[src/rtl/xg_pkg.sv]
package xg_pkg;
    localparam int FLAG_W  = 4;
    localparam int CAUSE_W = 3;

    typedef enum logic [1:0] {
        KIND_FETCH = 2'd0,
        KIND_READ  = 2'd1,
        KIND_WRITE = 2'd2,
        KIND_RSVD  = 2'd3
    } kind_e;

    typedef enum logic [CAUSE_W-1:0] {
        C_NONE   = 3'd0,
        C_ABSENT = 3'd1,
        C_WPROT  = 3'd2,
        C_NOEXEC = 3'd3,
        C_PRIV   = 3'd4,
        C_DOUBLE = 3'd5
    } cause_e;

    typedef struct packed {
        logic usr;
        logic ex;
        logic wr;
        logic present;
    } pflags_t;
endpackage

[src/rtl/xg_set_mux.sv]
module xg_set_mux #(
    parameter int PFN_W = 8
) (
    input  logic                      vaddr_top,
    input  logic [xg_pkg::FLAG_W-1:0] kern_flags,
    input  logic [PFN_W-1:0]          kern_frame,
    input  logic [xg_pkg::FLAG_W-1:0] user_flags,
    input  logic [PFN_W-1:0]          user_frame,
    output xg_pkg::pflags_t           sel_flags,
    output logic [PFN_W-1:0]          sel_frame
);
    // Kernel range is the upper half of the virtual space.
    always_comb begin
        if (vaddr_top) begin
            sel_flags = xg_pkg::pflags_t'(kern_flags);
            sel_frame = kern_frame;
        end else begin
            sel_flags = xg_pkg::pflags_t'(user_flags);
            sel_frame = user_frame;
        end
    end
endmodule

[src/rtl/xg_perm_check.sv]
module xg_perm_check (
    input  xg_pkg::kind_e   kind,
    input  logic            is_user,
    input  xg_pkg::pflags_t flags,
    output xg_pkg::cause_e  cause
);
    import xg_pkg::*;

    always_comb begin
        cause = C_NONE;
        if (!flags.present) begin
            cause = C_ABSENT;
        end else if (is_user && !flags.usr) begin
            cause = C_PRIV;
        end else if (kind == KIND_WRITE && !flags.wr) begin
            cause = C_WPROT;
        end else if (kind == KIND_FETCH && !flags.ex) begin
            cause = C_NOEXEC;
        end
    end
endmodule

[src/rtl/xg_fault_state.sv]
module xg_fault_state #(
    parameter int   VA_W        = 16,
    parameter logic RST_XLAT_EN = 1'b1
) (
    input  logic                       clk,
    input  logic                       rst_n,
    input  logic                       req_valid,
    input  logic [VA_W-1:0]            req_vaddr,
    input  xg_pkg::cause_e             raw_cause,
    input  logic                       trap_xlat_off,
    input  logic                       exc_ret,
    input  logic                       xlat_wr,
    input  logic                       xlat_wr_val,
    output logic                       fault_take,
    output xg_pkg::cause_e             eff_cause,
    output logic [VA_W-1:0]            fault_addr,
    output logic [xg_pkg::CAUSE_W-1:0] fault_cause,
    output logic                       in_handler,
    output logic                       xlat_en
);
    import xg_pkg::*;

    typedef struct packed {
        logic [VA_W-1:0] addr;
        cause_e          cause;
        logic            inh;
        logic            en;
    } fst_t;

    fst_t st_d, st_q;

    always_comb begin
        fault_take = req_valid && st_q.en && (raw_cause != C_NONE);
        eff_cause  = st_q.inh ? C_DOUBLE : raw_cause;
        st_d       = st_q;
        if (xlat_wr) begin
            st_d.en = xlat_wr_val;
        end
        if (fault_take) begin
            st_d.addr  = req_vaddr;
            st_d.cause = eff_cause;
            st_d.inh   = 1'b1;
            if (trap_xlat_off) begin
                st_d.en = 1'b0;
            end
        end else if (exc_ret) begin
            st_d.inh = 1'b0;
        end
    end

    always_ff @(posedge clk) begin
        if (!rst_n) begin
            st_q.addr  <= '0;
            st_q.cause <= C_NONE;
            st_q.inh   <= 1'b0;
            st_q.en    <= RST_XLAT_EN;
        end else begin
            st_q <= st_d;
        end
    end

    assign fault_addr  = st_q.addr;
    assign fault_cause = st_q.cause;
    assign in_handler  = st_q.inh;
    assign xlat_en     = st_q.en;

    p_nested_double_r4: assert property (@(posedge clk) disable iff (!rst_n)
        (fault_take && in_handler) |=> (fault_cause == C_DOUBLE));

    p_capture_hold_r5: assert property (@(posedge clk) disable iff (!rst_n)
        !fault_take |=> ($stable(fault_addr) && $stable(fault_cause)));

    p_capture_addr_r5: assert property (@(posedge clk) disable iff (!rst_n)
        fault_take |=> (fault_addr == $past(req_vaddr)));

    p_handler_set_r7: assert property (@(posedge clk) disable iff (!rst_n)
        fault_take |=> in_handler);

    p_trap_disables_r8: assert property (@(posedge clk) disable iff (!rst_n)
        (fault_take && trap_xlat_off) |=> !xlat_en);
endmodule

[src/rtl/xlat_guard.sv]
module xlat_guard #(
    parameter int   VA_W        = 16,
    parameter int   OFF_W       = 10,
    parameter int   PFN_W       = 8,
    parameter logic RST_XLAT_EN = 1'b1,
    localparam int  PA_W        = PFN_W + OFF_W
) (
    input  logic                       clk,
    input  logic                       rst_n,
    input  logic                       req_valid,
    input  logic [VA_W-1:0]            req_vaddr,
    input  logic [1:0]                 req_kind,
    input  logic                       req_user,
    input  logic [xg_pkg::FLAG_W-1:0]  kern_flags,
    input  logic [PFN_W-1:0]           kern_frame,
    input  logic [xg_pkg::FLAG_W-1:0]  user_flags,
    input  logic [PFN_W-1:0]           user_frame,
    input  logic                       trap_xlat_off,
    input  logic                       exc_ret,
    input  logic                       xlat_wr,
    input  logic                       xlat_wr_val,
    output logic                       resp_valid,
    output logic                       resp_fault,
    output logic [xg_pkg::CAUSE_W-1:0] resp_cause,
    output logic [PA_W-1:0]            resp_paddr,
    output logic [VA_W-1:0]            fault_addr,
    output logic [xg_pkg::CAUSE_W-1:0] fault_cause,
    output logic                       in_handler,
    output logic                       xlat_en
);
    import xg_pkg::*;

    typedef struct packed {
        logic            valid;
        logic            fault;
        cause_e          cause;
        logic [PA_W-1:0] paddr;
    } rsp_t;

    pflags_t          sel_flags;
    logic [PFN_W-1:0] sel_frame;
    cause_e           raw_cause;
    cause_e           eff_cause;
    logic             fault_take;
    rsp_t             rsp_d, rsp_q;

    xg_set_mux #(.PFN_W(PFN_W)) u_mux (
        .vaddr_top (req_vaddr[VA_W-1]),
        .kern_flags(kern_flags),
        .kern_frame(kern_frame),
        .user_flags(user_flags),
        .user_frame(user_frame),
        .sel_flags (sel_flags),
        .sel_frame (sel_frame)
    );

    xg_perm_check u_chk (
        .kind   (kind_e'(req_kind)),
        .is_user(req_user),
        .flags  (sel_flags),
        .cause  (raw_cause)
    );

    xg_fault_state #(.VA_W(VA_W), .RST_XLAT_EN(RST_XLAT_EN)) u_state (
        .clk          (clk),
        .rst_n        (rst_n),
        .req_valid    (req_valid),
        .req_vaddr    (req_vaddr),
        .raw_cause    (raw_cause),
        .trap_xlat_off(trap_xlat_off),
        .exc_ret      (exc_ret),
        .xlat_wr      (xlat_wr),
        .xlat_wr_val  (xlat_wr_val),
        .fault_take   (fault_take),
        .eff_cause    (eff_cause),
        .fault_addr   (fault_addr),
        .fault_cause  (fault_cause),
        .in_handler   (in_handler),
        .xlat_en      (xlat_en)
    );

    always_comb begin
        rsp_d = '0;
        if (req_valid) begin
            rsp_d.valid = 1'b1;
            if (!xlat_en) begin
                rsp_d.paddr = PA_W'(req_vaddr);
            end else if (fault_take) begin
                rsp_d.fault = 1'b1;
                rsp_d.cause = eff_cause;
            end else begin
                rsp_d.paddr = {sel_frame, req_vaddr[OFF_W-1:0]};
            end
        end
    end

    always_ff @(posedge clk) begin
        if (!rst_n) begin
            rsp_q <= '0;
        end else begin
            rsp_q <= rsp_d;
        end
    end

    assign resp_valid = rsp_q.valid;
    assign resp_fault = rsp_q.fault;
    assign resp_cause = rsp_q.cause;
    assign resp_paddr = rsp_q.paddr;

    p_resp_follows_r1: assert property (@(posedge clk) disable iff (!rst_n)
        req_valid |=> resp_valid);

    p_idle_quiet_r1: assert property (@(posedge clk) disable iff (!rst_n)
        !req_valid |=> (!resp_valid && !resp_fault));

    p_fault_has_cause_r3: assert property (@(posedge clk) disable iff (!rst_n)
        resp_fault |-> (resp_cause != C_NONE && resp_paddr == '0));

    p_off_passthru_r9: assert property (@(posedge clk) disable iff (!rst_n)
        (req_valid && !xlat_en) |=> (!resp_fault && resp_paddr == PA_W'($past(req_vaddr))));
endmodule

[config.mk]
export PLATFORM = sky130hd
export DESIGN_NAME = xlat_guard
export DESIGN_NICKNAME = d
export VERILOG_FILES = /design/src/rtl/xg_pkg.sv /design/src/rtl/xg_set_mux.sv /design/src/rtl/xg_perm_check.sv /design/src/rtl/xg_fault_state.sv /design/src/rtl/xlat_guard.sv
export SDC_FILE = /design/constraint.sdc
export NUM_CORES = 1
export LEC_CHECK = 0
export ABC_AREA = 1
export BUFFER_PORTS_ARGS = -buffer_cell sky130_fd_sc_hd__clkbuf_2
export CAP_MARGIN = 10
export CELL_PAD_IN_SITES_DETAIL_PLACEMENT = 0
export CELL_PAD_IN_SITES_GLOBAL_PLACEMENT = 2
export CORE_MARGIN = 2
export CORE_UTILIZATION = 22
export CTS_BUF_LIST = sky130_fd_sc_hd__clkbuf_4 sky130_fd_sc_hd__clkbuf_8 sky130_fd_sc_hd__clkbuf_16
export DETAILED_ROUTE_END_ITERATION = 6
export PLACE_DENSITY_LB_ADDON = 0.3
export SLEW_MARGIN = 30
export SYNTH_ARGS = -nofsm -noshare
export SYNTH_HDL_FRONTEND = slang
export SYNTH_SLANG_ARGS = --single-unit
[constraint.sdc]
create_clock -name clk -period 1.4 [get_ports clk]
set_input_delay 0 -clock clk [delete_from_list [all_inputs] [get_ports clk]]
set_output_delay 0 -clock clk [all_outputs]
set_load 0.005 [all_outputs]
==> flow_summary_export.csv <==
group,metric,value,unit
outcome,outcome,"finished clean",
worst_setup_path,worst-path-buf-inv,1,
synthesis,synth_top_cell_by_area,"dfxtp_1",
synthesis,synth_nets,291,
synthesis,yosys_warnings,0,
power_and_ir_drop,power.leakage,1.43,nW
grt,overflow,0,
timing,slew_violations,0,
grt,grt_pass1_wl,7.91,mm
place,place.gp.congestion,0.717,
worst_setup_path,critPathCaptureType,"flop",
synthesis,netlist_area,0.00176,sq mm
timing,finalSetupTns,0,ns
power_and_ir_drop,vdd_ir_drop_max,0.320,mV
synthesis,synth_area_leaders,"dfxtp_1 (50%), nand2_1 (16%), nor2_1 (11%)",
timing,slew_headroom,80.4,%
final_layout,fillers,864,
clocking,cts.root.buffer_cell,"clkbuf_8",
clocking,post_cts_buffers,0,
timing,hold_violations,0,
worst_setup_path,path_delay_family,"simple AND/OR/NAND/NOR gates",
floorplanning,die_w,93.4,microns
synthesis,synth_seq_cells,44,
place,hpwl,3.75,mm
flow_run,drv_cap,0,
floorplanning,ios,94,
worst_setup_path,critPathKind,"reg -> reg",
grt,track_usage,11.8,%
floorplanning,die_y,93.4,microns
hold_path,hp-class,"in -> reg",
clocking,htree_levels,2,
synthesis,ys_seq_area_share,50.1,%
place,numPlacedInstances,436,
clocking,clock_latency,0.29,ns
final_layout,fin_nets,412,
grt,grt_pass1_vias,1741,
clocking,clock_sinks,44,
clocking,cts_buffer_depth,2,
timing,rsz0062_at_grt,"no",
worst_setup_path,required,1.58,ns
worst_setup_path,crit_slowest_cell,"dfxtp_1",
worst_setup_path,worst-endpoint-arrival,1.30,ns
clocking,cts_tree,"built",
clocking,clkTransAtPathRegs,0.08,ns
place,port_buffers,93,
worst_setup_path,cpMostUsedCell,"nand2_1",
timing,period_share,80.0,%
timing,min_period,1.12,ns
synthesis,syn_area_per_cell,7.29,sq um
synthesis,syn_inst,241,
floorplanning,die_area,0.00872,sq mm
final_layout,stdcell_area,0.00268,sq mm
drt,drc,0,
floorplanning,fp-row-count,32,
clocking,cts_buffers,5,
floorplanning,coreArea,0.00773,sq mm
drt,drt-vias-per-instance,3.91,
worst_setup_path,cp_cell_sequence,"nand2_1, nor2_8, buf_12, nand2_1, nand2_1, nand2_1",
drt,wl_per_cell,10.6,microns
synthesis,ys_types,23,
grt,antenna_found_initial,0,
timing,setup_viol,0,
worst_setup_path,crit_fanout,27,
worst_setup_path,cpPeakStageDelay,0.36,ns
drt,first_iter_violations,31,
drt,dr.pass1.iters,4,
final_layout,antenna_cells,0,
place,place_area,0.00237,sq mm
timing,skew,0.00255,ns
worst_setup_path,startpoint_type,"flop",
final_layout,stdcell_count,464,
floorplanning,initial_core_util,22.7,%
timing,whs,0.0255,ns
synthesis,yosysTopAreaCellShare,50.1,%
drt,drt_wl_total,4.92,mm
worst_setup_path,reg2reg_slack,0.28,ns
timing,worst_pin_slew,0.294,ns
timing,fmax,893,MHz
final_layout,drive_gt1_share,32.6,%
power_and_ir_drop,p_per_area,1030,mW/mm^2
grt,grt_max_degree,28,
drt,num_vias,1812,
drt,antenna_left,0,
final_layout,syn2layout_area_growth,52.2,%
==> sequential cells by signal, indices dropped and copies added, names as in the netlist <==
name and cells:
u_state.in_handler 1, resp_valid 1, u_state.xlat_en 1, u_state.fault_cause 3
u_state.fault_addr 16, resp_fault 1, resp_paddr 18, resp_cause 3
==> power breakdown <==
part | switching (mW) | internal (mW) | total, mW
Sequential | 0.0354 | 1.33 | 1.36
Combinational | 0.270 | 0.262 | 0.532
Clock | 0.411 | 0.440 | 0.850
==> worst reg2reg max path, cell delays in order, from the launching register on <==
cell     delay, ns
dfxtp_1       0.36
nand2_1       0.15
nor2_8        0.17
buf_12        0.17
nand2_1       0.07
nand2_1       0.06
nand2_1       0.04
==> logic make-up after synthesis <==
kind of cell           Yosys count  synth area share, %
flip-flops                      44                 50.1
AND/OR/NAND/NOR                147                 35.3
buffers and inverters           33                 9.39
AO/OA/AOI/OAI                   17                 5.20
==> worst paths after layout <==
check                           cells past startpoint                                  end                                start
worst max register to register                      6           u_state.xlat_en$_SDFF_PN1_           u_state.xlat_en$_SDFF_PN1_
worst min register to register                      2  u_state.fault_cause[0]$_SDFFE_PN0P_  u_state.fault_cause[0]$_SDFFE_PN0P_
worst max-delay path                                6           u_state.xlat_en$_SDFF_PN1_           u_state.xlat_en$_SDFF_PN1_
worst min-delay path                                5           u_state.xlat_en$_SDFF_PN1_                          xlat_wr_val
==> per-stage QoR <==
| stage | setup WS [ns] | power (mW) | util, % |
|---|---|---|---|
| after floorplan | 0.202 | 1.66 | - |
| after global placement | 0.194 | 1.89 | 30.7 |
| after detailed placement | 0.163 | 1.90 | 30.7 |
| after CTS | 0.269 | 2.81 | 34.6 |
| after global routing | 0.176 | 2.93 | 34.6 |
| final | 0.280 | 2.75 | 34.6 |
==> cells in the final DEF, fill, tap and decap left out, drive strengths merged <==
cell type / instances
a21oi: 8
dlygate4sd3: 21
nor2: 53
clkbuf: 100
and2: 1
nand4: 1
nand3: 6
o21ai: 8
o31ai: 1
inv: 24
nand2: 76
dfxtp: 44
buf: 9
nor3: 10
==> synth_stat cells <==
cell       n
a21oi_1    8
and2_1     1
buf_1      1
buf_4      1
buf_6      5
clkbuf_1   2
dfxtp_1   44
inv_1     23
inv_2      1
nand2_1   73
nand2_2    2
nand2_4    1
nand3_1    5
nand3_2    1
nand4_1    1
nor2_1    50
nor2_2     1
nor2_4     1
nor2_8     1
nor3_1    10
o21ai_0    7
o21ai_2    1
o31ai_1    1
==> metal layers <==
metal	GRT usage, %	share of wire, %	vias up
met2	20.4	47	62
met3	3.79	7.4	6
met5	0	0	-
met4	3.68	1.3	0
met1	13.7	44	772
li1	-	-	972
==> area by class of cell <==
type / count / area [sq um] / area share [%]
clock buffers: 7 / 96.3 / 3.60
inverters: 24 / 90.1 / 3.37
multi-input cells: 164 / 712 / 26.6
flip-flops and latches: 44 / 881 / 32.9
well taps: 102 / 128 / 4.77
repair buffers: 123 / 768 / 28.7
==> repair_timing <==
action / 4_1_cts / 5_1_grt
hold buffers: 21 / 0
gates resized for setup: 0 / 0
hold endpoints to repair: 19 / 0
No activity file was read; power rests on OpenSTA's default activity.
